File: src/rtl/disp_pwr_pkg.sv
package disp_pwr_pkg;

  // Settling pause that follows a write once its done pulse arrives.
  typedef enum logic [1:0] {
    GAP_NONE  = 2'd0,
    GAP_SHORT = 2'd1,
    GAP_LONG  = 2'd2
  } gap_e;

  typedef struct packed {
    logic [7:0]  idx;
    logic [15:0] val;
    gap_e        gap;
  } step_t;

  localparam int STEP_W      = 4;
  localparam int LAST_UP_STEP = 8;  // nine writes for power-up
  localparam int LAST_DN_STEP = 3;  // zeroing pass only for power-down

  // Round a millisecond interval up to whole clock cycles.
  function automatic longint ms_to_cyc(longint hz, longint ms);
    return (hz * ms + 64'd999) / 64'd1000;
  endfunction

endpackage

File: src/rtl/disp_pwr_steps.sv
module disp_pwr_steps
  import disp_pwr_pkg::*;
(
  input  logic [STEP_W-1:0] step_idx,
  output step_t             step
);

  // Steps 0..3 form the zeroing pass, shared by both programs.
  always_comb begin
    unique case (step_idx)
      4'd0:    step = '{idx: 8'h10, val: 16'h0000, gap: GAP_SHORT};
      4'd1:    step = '{idx: 8'h11, val: 16'h0000, gap: GAP_NONE};
      4'd2:    step = '{idx: 8'h12, val: 16'h0000, gap: GAP_LONG};
      4'd3:    step = '{idx: 8'h13, val: 16'h0000, gap: GAP_LONG};
      4'd4:    step = '{idx: 8'h56, val: 16'h080F, gap: GAP_NONE};
      4'd5:    step = '{idx: 8'h10, val: 16'h4240, gap: GAP_SHORT};
      4'd6:    step = '{idx: 8'h11, val: 16'h0000, gap: GAP_NONE};
      4'd7:    step = '{idx: 8'h12, val: 16'h0014, gap: GAP_LONG};
      4'd8:    step = '{idx: 8'h13, val: 16'h1319, gap: GAP_LONG};
      default: step = '{idx: 8'h00, val: 16'h0000, gap: GAP_NONE};
    endcase
  end

endmodule

File: src/rtl/disp_pwr_timer.sv
module disp_pwr_timer
  import disp_pwr_pkg::*;
#(
  parameter longint CLK_HZ   = 200_000_000,
  parameter longint SHORT_MS = 10,
  parameter longint LONG_MS  = 40
) (
  input  logic clk,
  input  logic rst_n,
  input  logic load,
  input  gap_e gap,
  output logic expired
);

  localparam longint SHORT_CYC = ms_to_cyc(CLK_HZ, SHORT_MS);
  localparam longint LONG_CYC  = ms_to_cyc(CLK_HZ, LONG_MS);
  localparam int     CW        = $clog2(LONG_CYC + 1);
  localparam logic [CW-1:0] SHORT_LD = CW'(SHORT_CYC - 1);
  localparam logic [CW-1:0] LONG_LD  = CW'(LONG_CYC - 1);

  logic [CW-1:0] cnt_q, cnt_d;
  logic          cnt_en;

  assign expired = (cnt_q == '0);
  assign cnt_en  = load || !expired;

  always_comb begin
    cnt_d = cnt_q;
    if (load)          cnt_d = (gap == GAP_LONG) ? LONG_LD : SHORT_LD;
    else if (!expired) cnt_d = cnt_q - 1'b1;
  end

  always_ff @(posedge clk or negedge rst_n) begin
    if (!rst_n)      cnt_q <= '0;
    else if (cnt_en) cnt_q <= cnt_d;
  end

endmodule

File: src/rtl/disp_pwr_ctrl.sv
module disp_pwr_ctrl
  import disp_pwr_pkg::*;
(
  input  logic              clk,
  input  logic              rst_n,
  input  logic              req_on,
  input  logic              req_off,
  input  logic              wr_done,
  input  logic              wr_err,
  input  gap_e              cur_gap,
  input  logic              tmr_expired,
  output logic [STEP_W-1:0] step_idx,
  output logic              tmr_load,
  output logic              wr_stb,
  output logic              busy,
  output logic              pwr_on
);

  typedef enum logic [1:0] {S_IDLE, S_ISSUE, S_ACK, S_GAP} st_e;

  st_e               st_q, st_d;
  logic [STEP_W-1:0] step_q, step_d;
  logic              up_q, up_d;
  logic              err_q, err_d;
  logic              pwr_q, pwr_d;
  logic              last_step, fail, advance;

  assign last_step = up_q ? (step_q == STEP_W'(LAST_UP_STEP))
                          : (step_q == STEP_W'(LAST_DN_STEP));
  assign fail      = err_q || (st_q == S_ACK && wr_done && wr_err);

  assign step_idx = step_q;
  assign wr_stb   = (st_q == S_ISSUE);
  assign busy     = (st_q != S_IDLE);
  assign pwr_on   = pwr_q;

  always_comb begin
    st_d     = st_q;
    step_d   = step_q;
    up_d     = up_q;
    err_d    = err_q;
    pwr_d    = pwr_q;
    tmr_load = 1'b0;
    advance  = 1'b0;
    unique case (st_q)
      S_IDLE: begin
        if (req_off && pwr_q) begin
          st_d = S_ISSUE; up_d = 1'b0; step_d = '0; err_d = 1'b0;
        end else if (req_on && !req_off && !pwr_q) begin
          st_d = S_ISSUE; up_d = 1'b1; step_d = '0; err_d = 1'b0;
        end
      end
      S_ISSUE: st_d = S_ACK;
      S_ACK: begin
        if (wr_done) begin
          err_d = fail;
          if (cur_gap != GAP_NONE) begin
            tmr_load = 1'b1;
            st_d     = S_GAP;
          end else begin
            advance = 1'b1;
          end
        end
      end
      S_GAP: if (tmr_expired) advance = 1'b1;
      default: st_d = S_IDLE;
    endcase
    if (advance) begin
      if (last_step) begin
        st_d   = S_IDLE;
        step_d = '0;
        if (!fail) pwr_d = up_q;
      end else begin
        st_d   = S_ISSUE;
        step_d = step_q + 1'b1;
      end
    end
  end

  always_ff @(posedge clk or negedge rst_n) begin
    if (!rst_n) begin
      st_q   <= S_IDLE;
      step_q <= '0;
      up_q   <= 1'b0;
      err_q  <= 1'b0;
      pwr_q  <= 1'b0;
    end else begin
      st_q   <= st_d;
      step_q <= step_d;
      up_q   <= up_d;
      err_q  <= err_d;
      pwr_q  <= pwr_d;
    end
  end

endmodule

File: src/rtl/disp_pwr_seq.sv
module disp_pwr_seq
  import disp_pwr_pkg::*;
#(
  parameter longint CLK_HZ   = 200_000_000,
  parameter longint SHORT_MS = 10,
  parameter longint LONG_MS  = 40
) (
  input  logic        clk,
  input  logic        rst_n,
  input  logic        req_on,
  input  logic        req_off,
  input  logic        wr_done,
  input  logic        wr_err,
  output logic [7:0]  reg_idx,
  output logic [15:0] reg_val,
  output logic        wr_stb,
  output logic        busy,
  output logic        pwr_on
);

  logic [1:0]        rst_sync_q;
  logic              rst_int_n;
  logic [STEP_W-1:0] step_idx;
  step_t             cur;
  logic              tmr_load, tmr_expired;

  // Assert asynchronously, release on the clock.
  always_ff @(posedge clk or negedge rst_n) begin
    if (!rst_n) rst_sync_q <= 2'b00;
    else        rst_sync_q <= {rst_sync_q[0], 1'b1};
  end
  assign rst_int_n = rst_sync_q[1];

  disp_pwr_steps u_steps (
    .step_idx (step_idx),
    .step     (cur)
  );

  disp_pwr_timer #(
    .CLK_HZ   (CLK_HZ),
    .SHORT_MS (SHORT_MS),
    .LONG_MS  (LONG_MS)
  ) u_timer (
    .clk     (clk),
    .rst_n   (rst_int_n),
    .load    (tmr_load),
    .gap     (cur.gap),
    .expired (tmr_expired)
  );

  disp_pwr_ctrl u_ctrl (
    .clk         (clk),
    .rst_n       (rst_int_n),
    .req_on      (req_on),
    .req_off     (req_off),
    .wr_done     (wr_done),
    .wr_err      (wr_err),
    .cur_gap     (cur.gap),
    .tmr_expired (tmr_expired),
    .step_idx    (step_idx),
    .tmr_load    (tmr_load),
    .wr_stb      (wr_stb),
    .busy        (busy),
    .pwr_on      (pwr_on)
  );

  assign reg_idx = cur.idx;
  assign reg_val = cur.val;

endmodule

File: config.mk
export PLATFORM = sky130hd
export DESIGN_NAME = disp_pwr_seq
export DESIGN_NICKNAME = d
export VERILOG_FILES = /design/src/rtl/disp_pwr_pkg.sv /design/src/rtl/disp_pwr_steps.sv /design/src/rtl/disp_pwr_timer.sv /design/src/rtl/disp_pwr_ctrl.sv /design/src/rtl/disp_pwr_seq.sv
export SDC_FILE = /design/constraint.sdc
export NUM_CORES = 1
export LEC_CHECK = 0
export BUFFER_PORTS_ARGS = -buffer_cell sky130_fd_sc_hd__buf_2
export CORE_MARGIN = 5
export CORE_UTILIZATION = 32
export CTS_BUF_LIST = sky130_fd_sc_hd__clkbuf_16
export DETAILED_ROUTE_END_ITERATION = 6
export SETUP_SLACK_MARGIN = 0.2
export SLEW_MARGIN = 20
export SYNTH_ARGS = -nofsm -noshare
export SYNTH_HDL_FRONTEND = slang
export SYNTH_SLANG_ARGS = --single-unit
File: constraint.sdc
create_clock -name clk -period 1.8 [get_ports clk]
set_input_delay 0.09 -clock clk [delete_from_list [all_inputs] [get_ports clk]]
set_output_delay 0.09 -clock clk [all_outputs]
set_load 0.01 [all_outputs]
* Word level (Yosys, flattened, before mapping)
Memories as Yosys holds them, arrays and structs flattened. Index checks and enable logic that the tools add are counted.
Word-level totals: bits in registers 34, input bits 6, bits in read-only memories 288, memories 1, logic and storage cells 77
Memory list:
- (name not given) | words 16, width 18, rd ports 1, clocked after Yosys merged registers in 0, wr ports 0, RTL line disp_pwr_steps.sv:10 | unique case (step_idx)
Cells by class: reductions and logical operators 25, $add $sub $neg 2, eq/ne operators 12, bitwise operators 1, mux-type cells 29
Operators by type and width (number):
- $mux W23 | 3
- $logic_not A23 Y1 | 1
- $sub A23 B1 Y23 const B | 1
- $mux W4 | 5
- $mux W1 | 13
- $mux W2 | 5
- $reduce_bool A2 Y1 | 5
- $eq A2 B2 Y1 const B | 3
- $ne A3 B2 Y1 const B | 2
- $pmux W2 S3 | 1
- $reduce_and A2 Y1 | 3
- $reduce_and A3 Y1 | 2
- $logic_and A1 B1 Y1 | 5
- $add A4 B1 Y4 const B | 1
- $eq A4 B2 Y1 const B | 1
- $eq A4 B4 Y1 const B | 1
- $ne A4 B1 Y1 const B | 1
- $pmux W1 S2 | 2
- $reduce_and A4 Y1 | 1
- $reduce_bool A4 Y1 | 1
- $logic_not A1 Y1 | 3
- $ne A3 B1 Y1 const B | 1
- $reduce_bool A3 Y1 | 1
- $eq A2 B1 Y1 const B | 1
- 5 further kinds | 6

* Longest topological paths before layout
word-level depth 7, gate-level depth with buffers 8, depth with buffers taken out 7

* Modules after synthesis
Synthesis repeated with hierarchy kept, for this count alone.
Unflattened totals: cells, all modules 245, area total of the unflattened synthesis 2242.2 um^2
Modules (own cells, without submodules):
- disp_pwr_timer | area an instance 1271.2 um^2, instances 1, cells each 136
- disp_pwr_ctrl | area an instance 598.1 um^2, instances 1, cells each 60
- disp_pwr_steps | area an instance 319.1 um^2, instances 1, cells each 46
- disp_pwr_seq | area an instance 53.8 um^2, instances 1, cells each 3

* Worst setup path after synthesis
OpenSTA, ideal clock, no wires.
path kind reg2reg, start point register u_ctrl.step_q[1] (netlist: u_ctrl.step_idx[1]), end point register u_ctrl.st_q[0], data arrival time 2053 ps, cell stages (with the launch flop) 8, period minus slack after synthesis 2133 ps, path slack -333 ps, library setup time 79 ps, path through dfrtp_1 inv_1 ha_1 o311ai_0 a211oi_2 o21ai_1 mux2_2 mux2i_1
Between the ends: cells in the longest elaborated chain, start to end 7, elaborated cells on any way between the ends 15
Ends and longest elaborated chain:
- start: declaration | RTL line disp_pwr_ctrl.sv:22 | logic [STEP_W-1:0] step_q, step_d;
- start signal: assignment | RTL line disp_pwr_ctrl.sv:89 | step_q <= step_d;
- $mem_v2 Z16 W18
- $reduce_bool A2 Y1 | RTL line disp_pwr_ctrl.sv:57 | if (cur_gap != GAP_NONE) begin
- $mux W1 | RTL line disp_pwr_ctrl.sv:57
- $mux W1 | RTL line disp_pwr_ctrl.sv:55 | if (wr_done) begin
- $pmux W1 S2 | RTL line disp_pwr_ctrl.sv:45 | unique case (st_q)
- $ne A4 B1 Y1 (no source line), or another cell as far along
- $reduce_and A4 Y1 (no source line)
- end signal: assignment | RTL line disp_pwr_ctrl.sv:88 | st_q <= st_d;
- end: declaration | RTL line disp_pwr_ctrl.sv:21 | st_e st_q, st_d;
Parallel ways exist; a longest one is shown, timed or not. A chain may end at the register's enable or synchronous reset.

* Worst setup path after layout
start point register u_timer.cnt_q[0], end point register u_timer.cnt_q[19]
Between the ends: cells in the longest elaborated chain, start to end 4, elaborated cells on any way between the ends 8
Ends and longest elaborated chain:
- start: declaration | RTL line disp_pwr_timer.sv:21 | logic [CW-1:0] cnt_q, cnt_d;
- start signal: assignment | RTL line disp_pwr_timer.sv:35 | else if (cnt_en) cnt_q <= cnt_d;
- branches (longest 4 deep; another with $sub A23 B1 Y23)
Several ways; the timed one is not identified. The select of a mux whose other input is x is not followed.

==> results_dict.tcl <==
set metrics [dict create \
    path_max_fanout 3 \
    drt_first_pass_iters 4 \
    nets 371 \
    gr-usage-all-layers_pct 14.3 \
    clk_pin_slew_ns 0.06 \
    post_drt_wl_per_cell_microns 13.8 \
    slew_violations 0 \
    fp.dieH_microns 95.4 \
    hpwl_mm 4.37 \
    overflow 0 \
    finalSetupViolCount 11 \
    synthFlopType "dfrtp_1" \
    setup.worst_path.end_class "flop" \
    power_density_nw_per_um2 903 \
    io_buffers 24 \
    io_pins 33 \
    slowest_stage "or4_4" \
    worstHoldPathType "primary input to flop" \
    ys_ff_latch 34 \
    clockBufferDepth 2 \
    fin_total_pwr_mw 3.26 \
    grt_pass1_wl_mm 10.3 \
    hold_violations 0 \
    pre_cts_ws_ns -0.137 \
    synth_seq_area_share_pct 36.4 \
    async_reset_ff_share_pct 100 \
    run_status "complete, but fails checks" \
    fp.coreArea_sq_um 7180 \
    drcViolationCount 0 \
    layout_min_cycle_time_ns 1.89 \
    die-area_sq_um 9110 \
    failed_checks "setup timing" \
    start_util_pct 32.6 \
    core.rowCount 31 \
    fin_hold_ws_ns 0.0329 \
    maxCapViolations 0 \
    power.leakage_nw 1.60 \
    cp_common_cell "or4_4" \
    cts_root_buf "clkbuf_16" \
    first_iter_violations 74 \
    synthDistinctLibCells 55 \
    finClkSkew_ns 0.00559 \
    cp_data_arrival_time_ns 2.11 \
    timing.fmax_mhz 529 \
    yosys_warnings 0 \
    crit_buf_inv 0 \
    first_global_vias 2194 \
    syn_area_per_cell_sq_um 9.09 \
    cpLargestDelayFamily "simple AND/OR/NAND/NOR gates" \
    drive_above_1_share_pct 50.8 \
    n_antenna_cell 0 \
    cts_tree "done" \
    clock_sinks 34 \
    antenna_found_initial 0 \
    ant_nets 0 \
    grt_max_degree 33 \
    fin_crit_sh_pct 105 \
    syn_area_sq_um 2340 \
    worstSkewPairLatency_ns 0.28 \
    rsz0062_at_grt "true" \
    max_stage_delay_ns 0.57 \
    ir_drop_mv 0.594 \
    gp_congestion 0.795 \
    finalWorstSetupSlack_ns -0.0903 \
    criticalPathCategory "flop to flop" \
    syn2layout_area_growth_pct 54.6 \
    cp.required_ns 2.02 \
    placed_cell_area_sq_um 3050 \
    vias 2161 \
    cts-htree-levels 2 \
    instances_no_fill 453 \
    synth_edf_count 0 \
    numCtsBuffers 5 \
    worstPathCellList "or4_4 > nor3b_4 > nand2_2 > or4_4 > nand3_2" \
    dp_cells 420 \
    avgViaCountPerCell 4.77 \
    fp.dieW_microns 95.4 \
    syn_inst 257 \
    final_area_sq_um 3610 \
    detail_route.wirelength_mm 6.24 \
    critPathLaunchType "flop" \
]
cells in the final DEF (no fill, tap or decap), drive strengths merged, types with 10 or more instances in the layout:
| cell | count |
|---|---|
| inv | 13 |
| nor3 | 12 |
| ha | 12 |
| a21oi | 10 |
| nand2 | 27 |
| o21ai | 16 |
| xor2 | 14 |
| dfrtp | 34 |
| buf | 101 |
| nor2 | 16 |
logic make-up (layout without fill, tap and decap cells):
logic type | after synthesis | after routing | synth area share [%]
and+or+nand+nor | 101 | 101 | 24.8
muxes | 10 | 10 | 4.45
buffers and inverters | 32 | 122 | 7.71
DFF | 34 | 34 | 36.4
adders and majority gates | 12 | 12 | 6.43
AOI/OAI and AO/OA | 47 | 47 | 12.7
xor gates and xnor gates | 19 | 19 | 7.12
other | 2 | 9 | 0.321
flip-flops by register name, summed over array words and instances, names as in the netlist:
| signal | flops |
|---|---|
| u_ctrl.st_q | 2 |
| u_ctrl.step_idx | 4 |
| rst_sync_q | 2 |
| u_timer.cnt_q | 23 |
| u_ctrl.err_q | 1 |
| u_ctrl.pwr_on | 1 |
| u_ctrl.up_q | 1 |
cells in the mapped netlist (4+ instances only):
cell | n | area (sq um)
nor3_1 | 12 | 60.1
buf_4 | 14 | 105
o21ai_0 | 15 | 75.1
nor2_1 | 15 | 56.3
inv_1 | 12 | 45.0
clkbuf_1 | 5 | 18.8
o211ai_1 | 4 | 30.0
ha_1 | 12 | 150
dfrtp_1 | 34 | 851
a21oi_1 | 10 | 50.1
nand4_1 | 4 | 25.0
xor2_1 | 14 | 123
xnor2_1 | 5 | 43.8
nand2_1 | 26 | 97.6
nand2b_1 | 4 | 25.0
mux2i_1 | 7 | 70.1
nor4_1 | 4 | 25.0
final timing paths:
path	start	endpoint	slack, ns	depth (start not counted)
worst max-delay path	u_timer.cnt_q[0]$_DFFE_PN0P_	u_timer.cnt_q[19]$_DFFE_PN0P_	-0.09	5
worst min-delay path	req_off	u_ctrl.up_q$_DFFE_PN0P_	0.03	2
worst max register to register	u_timer.cnt_q[0]$_DFFE_PN0P_	u_timer.cnt_q[19]$_DFFE_PN0P_	-0.09	5
worst min register to register	rst_sync_q[1]$_DFF_PN0_	u_timer.cnt_q[2]$_DFFE_PN0P_	0.26	1
max in group asynchronous	rst_sync_q[1]$_DFF_PN0_	u_ctrl.step_idx[1]$_DFFE_PN0P_	1.19	1
min in group asynchronous	rst_n	rst_sync_q[1]$_DFF_PN0_	0.12	2
per-stage QoR:
stage          TNS, ns  utilization (%)
3_3_place_gp    -0.377             42.4
2_1_floorplan   -0.112                -
4_1_cts         -0.439             46.9
6_report        -0.507             50.3
5_1_grt          -2.26             50.3
3_5_place_dp    -0.537             42.4
cell type report:
cell class              instances  area (sq um)
fillers                       641          3560
multi-input cells             198          1660
flip-flops and latches         34           855
repair buffers                102           787
clock buffers                   5           125
well taps                      99           124
inverters                      12          52.6
clock inverters                 3          12.5
per-layer routing:
metal	vias to the layer above	global-route usage (%)	routed length [microns]
li1	1075	-	-
met1	1047	17.9	2640
met2	31	24.8	3320
met3	8	2.68	190
met4	0	4.15	81
met5	-	0	0
worst reg2reg max path, cell delays in order, from the launching register on:
cell and delay (ns):
dfrtp_1 0.40, or4_4 0.57, nor3b_4 0.23, nand2_2 0.08
or4_4 0.48, nand3_2 0.07
power breakdown:
group	switching (mW)	internal, mW
registers	0.163	0.919
logic	0.665	0.707
clock network	0.310	0.500
what timing repair did:
action,CTS,global route
pin swaps,16,25
gates resized for setup,27,36
hold buffers,1,0
cloned,0,1
setup buffers,9,14
setup endpoints to repair,43,45
endpoints found under the hold margin,2,0
Note: power is estimated with default switching activity, not from simulation.
